--- config.mk ---
export PLATFORM = sky130hd
export DESIGN_NAME = axis_ingress_framer
export DESIGN_NICKNAME = d
export VERILOG_FILES = /design/src/rtl/axis_ingress_framer.sv
export SDC_FILE = /design/constraint.sdc
export NUM_CORES = 1
export LEC_CHECK = 0
export ABC_CLOCK_PERIOD_IN_PS = 2100
export CAP_MARGIN = 20
export CELL_PAD_IN_SITES_DETAIL_PLACEMENT = 1
export CELL_PAD_IN_SITES_GLOBAL_PLACEMENT = 1
export CORE_MARGIN = 2
export CORE_UTILIZATION = 34
export DETAILED_ROUTE_END_ITERATION = 16
export PLACE_DENSITY_LB_ADDON = 0.05
export SKIP_LAST_GASP = 1
export SYNTH_ARGS = -nofsm -noshare
export SYNTH_HDL_FRONTEND = slang
export SYNTH_SLANG_ARGS = --single-unit
--- constraint.sdc ---
create_clock -name clk -period 2.1 [get_ports clk]
set_clock_uncertainty 0.15 [all_clocks]
set_input_delay 0.315 -clock clk [delete_from_list [all_inputs] [get_ports clk]]
set_output_delay 0.315 -clock clk [all_outputs]
set_load 0.02 [all_outputs]
--- src/rtl/axis_ingress_framer.sv ---
`timescale 1ns/1ps
module axis_ingress_framer #(
  parameter int DATA_W  = 32,
  parameter int ID_W    = 1,
  parameter int SOP_MAP = 1,
  parameter int ERR_W   = 3,
  localparam int KEEP_W = DATA_W / 8,
  localparam int USER_W = ERR_W + SOP_MAP,
  localparam int EW_O   = (ERR_W > 0) ? ERR_W : 1,
  localparam int NB_W   = $clog2(KEEP_W + 1)
) (
  input  logic              clk,
  input  logic              rst_n,
  input  logic              s_tvalid,
  output logic              s_tready,
  input  logic [DATA_W-1:0] s_tdata,
  input  logic [KEEP_W-1:0] s_tkeep,
  input  logic [ID_W-1:0]   s_tid,
  input  logic              s_tlast,
  input  logic [USER_W-1:0] s_tuser,
  output logic              m_valid,
  input  logic              m_ready,
  output logic [DATA_W-1:0] m_data,
  output logic [ID_W-1:0]   m_id,
  output logic              m_sop,
  output logic              m_eop,
  output logic [NB_W-1:0]   m_nbytes,
  output logic [EW_O-1:0]   m_err,
  output logic              m_keep_err,
  output logic              m_frame_err
);
  localparam int BEAT_W = DATA_W + ID_W + EW_O + NB_W + 4;

  logic              open_q;
  logic              sk_valid;
  logic [BEAT_W-1:0] sk_beat, out_beat, in_beat;
  logic [EW_O-1:0]   err_in;
  logic [NB_W-1:0]   nb_in;
  logic              sop_in, fr_in, kerr_in, run;
  logic [KEEP_W:0]   keep_ext, keep_inc;

  wire accept = s_tvalid && s_tready;
  wire drain  = m_ready || !m_valid;

  generate
    if (ERR_W == 0) begin : g_noerr
      assign err_in = '0;
    end else if (SOP_MAP != 0) begin : g_err_hi
      assign err_in = s_tuser[ERR_W:1];
    end else begin : g_err_lo
      assign err_in = s_tuser[ERR_W-1:0];
    end
    if (SOP_MAP != 0) begin : g_sop_map
      assign sop_in = s_tuser[0];
      assign fr_in  = (s_tuser[0] == open_q);
    end else begin : g_sop_auto
      assign sop_in = !open_q;
      assign fr_in  = 1'b0;
    end
  endgenerate

  always_comb begin
    nb_in = '0;
    run   = 1'b1;
    for (int i = 0; i < KEEP_W; i++) begin
      run   = run & s_tkeep[i];
      nb_in = nb_in + NB_W'(run);
    end
  end

  assign keep_ext = {1'b0, s_tkeep};
  assign keep_inc = keep_ext + 1'b1;
  assign kerr_in  = !s_tkeep[0] || ((keep_ext & keep_inc) != '0);

  assign in_beat = {s_tdata, s_tid, (s_tlast ? err_in : EW_O'(0)), nb_in,
                    sop_in, s_tlast, kerr_in, fr_in};

  assign {m_data, m_id, m_err, m_nbytes, m_sop, m_eop, m_keep_err, m_frame_err} = out_beat;
  assign s_tready = !sk_valid;

  always_ff @(posedge clk) begin
    if (!rst_n) begin
      open_q   <= 1'b0;
      m_valid  <= 1'b0;
      sk_valid <= 1'b0;
      out_beat <= '0;
      sk_beat  <= '0;
    end else begin
      if (accept) open_q <= !s_tlast;
      if (drain) begin
        if (sk_valid) begin
          out_beat <= sk_beat;
          m_valid  <= 1'b1;
          sk_valid <= 1'b0;
        end else if (accept) begin
          out_beat <= in_beat;
          m_valid  <= 1'b1;
        end else begin
          m_valid  <= 1'b0;
        end
      end else if (accept) begin
        sk_beat  <= in_beat;
        sk_valid <= 1'b1;
      end
    end
  end
endmodule


==> results.tsv <==
metric	value	unit
ant_nets	0	
synth-xor-area-share	0.226	%
numCtsBuffers	9	
core	11000	um2
cpMostUsedCell	ha_1	
design_area	5270	um2
cp.arrival	2.07	ns
synth.top_cell.area_share	46.0	%
fmax	507	MHz
syn2layout_area_growth	36.2	%
setup_viol	0	
max-slew-margin-rel	79.0	%
rr_worst_depth	4	
drt_first_pass_iters	4	
drt_iter0_drc	128	
crit_slowest_cell	fa_1	
post_dp_cell_area	5010	um2
worstPathRequired	2.20	ns
ir_worst_vdd	0.000347	V
cts_buffer_depth	2	
root_buffer	clkbuf_16	
clk_latency	0.34	ns
drv_cap	0	
rsz0062_at_grt	no	
period_minus_slack	1.97	ns
holdWs	0.252	ns
antenna_found_initial	0	
yosys-top-cells-area	dfxtp_1 (46%), a211oi_2 (12%), a21oi_1 (11%)	
criticalPathCategory	input pin to flip-flop	
tightest_slew	0.315	ns
critPathLaunchType	input pin	
initial_core_util	35.3	%
worstPathCellList	dlygate4sd2_1 > and2_4 > nand3_2 > fa_1 > inv_1 > ha_1 > ha_1 > mux2i_1 > a211oi_2	
std_cell_rows	38	
synth_edf_count	0	
pin_count	91	
syn_nets	466	
clkTransAtPathRegs	0.06	ns
crit_family	adder cells	
hold_path_depth	3	
avgSynthCellArea	9.29	um2
hold_path_class	input pin to flip-flop	
post_synth_mux_area_share	9.82	%
synth_warnings	0	
overflow	0	
async_flop_share	0	%
synth.distinct_cells	30	
cp_max_fo	3	
postCtsSetupRepairBufs	0	
hpwl	7470	um
slowest_delay	0.48	ns
final_util	48.0	%
powerDensity	756	nW/um2
critPathCaptureType	flip-flop	
cts.sinks	89	
drt_wl_total	10900	um
synth_common_cells	dfxtp_1 (89), nand2_1 (89), a21oi_1 (86), mux2i_1 (38), a211oi_2 (37)	
die_h	111	um
slew_violations	0	
via_count	3350	
finalHoldViolations	0	
critPathBufInv	2	
routed_via_density	5.18	
cellLeakagePower	0.00179	uW
synth_compound_area_share	25.5	%
tritoncts	built	
synthSimpleGateAreaFrac	11.6	%
final_nets	553	
port-buffer-count	90	
grt_pass1_vias	3549	
ctsHtreeMaxLevel	3	
fp.dieW	111	um
min_period_over_period	93.9	%
drive_gt1_share	17.6	%
synth_top_cell_by_area	dfxtp_1	
synth_ff_type	dfxtp_1	
grt_max_degree	53	
syn_inst	417	
gp_congestion	0.766	
synth_top_family_by_area	compound AO/OA/AOI/OAI gates	
grt_pass1_wl	18000	um
synth_fa_ha_area_share	1.16	%
syn_area	3870	um2
path_depth	9	
n_antenna_cell	0	
yosys_register_bits	89	
drc_errors	0	
dieArea	12300	um2
synth-seq-area-share	46.0	%
grtUsageTotal	18.1	%
status	completed	
wl_per_cell	16.8	um
-- routing by layer --
| metal | up-vias | global-route usage [%] | part of all wire [%] |
|---|---|---|---|
| li1 | 1640 | - | - |
| met1 | 1628 | 23.0 | 46 |
| met2 | 71 | 30.1 | 48 |
| met3 | 11 | 3.94 | 4.5 |
| met4 | 0 | 6.67 | 1.5 |
| met5 | - | 0 | 0 |
-- worst register-to-register path: cells and delay by family, from the launching register on --
kind                   cells  cell delay, ns
flip-flops                 1            0.37
AND/OR/NAND/NOR            2            0.56
buffers and inverters      1            0.20
AO/OA/AOI/OAI              1            0.19
-- cell families (layout without fill, tap and decap cells) --
logic type | after synthesis | count (layout)
buffers and inverters | 45 | 135
XOR/XNOR | 1 | 1
AND/OR/NAND/NOR | 108 | 108
adder cells (fa/ha/maj) | 3 | 3
flip-flops | 89 | 89
multiplexers | 38 | 38
AO/OA/AOI/OAI | 133 | 133
-- cell usage in the layout, fill, tap and decap left out, drive strengths merged, types with 2 or more instances in the layout --
master          n
a211oi         39
a21oi          86
a311oi          4
and2            2
buf            26
clkbuf          9
clkdlybuf4s50  86
clkinv          6
dfxtp          89
dlygate4sd2     3
ha              2
inv             4
mux2i          38
nand2          89
nand3           8
nor2            2
or2             2
-- sequential cells by signal, indices dropped and copies added (netlist names) --
register and flops:
m_valid 1, sk_valid 1, open_q 1, out_beat 43, sk_beat 43
-- layout make-up --
class                      instances  area, um2
fill                            1253       5710
multi-input combinational        283       1900
sequential                        89       1780
timing repair buffer             116       1140
clock buffer                       9        225
tap                              140        175
clock inverter                     5       25.0
inverter                           5       20.0
-- worst paths after layout --
path               start            to  slack [ns]
max           s_tkeep[1]   out_beat[5]        0.13
min           s_tkeep[0]    sk_beat[1]        0.25
max reg2reg     sk_valid  out_beat[36]        0.54
min reg2reg  sk_beat[39]   sk_beat[39]        0.31
-- power breakdown --
group | switching (uW) | internal, uW | leakage, uW
logic | 379 | 353 | 0.000933
clock network | 638 | 777 | 0.000130
registers | 55.8 | 1780 | 0.000730
total | 1070 | 2910 | 0.00179
-- what timing repair did --
| item | CTS | global route |
|---|---|---|
| hold buffers | 0 | 0 |
| endpoints found under the hold margin | 0 | 0 |
| resized for setup | 6 | 1 |
| pin swaps | 3 | 2 |
| setup endpoints to repair | 3 | 1 |
-- metrics by stage --
stage                     instances  total power [uW]  setup WS [ns]  setup TNS, ns
after floorplan                 417              2260         0.0731              0
after global placement          633              2600         -0.444          -1.74
after detailed placement        633              2610         -0.527          -2.16
after CTS                       647              4050         0.0257              0
after global routing            647              4180         0.0284              0
final                           647              3990          0.127              0
No activity file was read; power rests on OpenSTA's default activity.
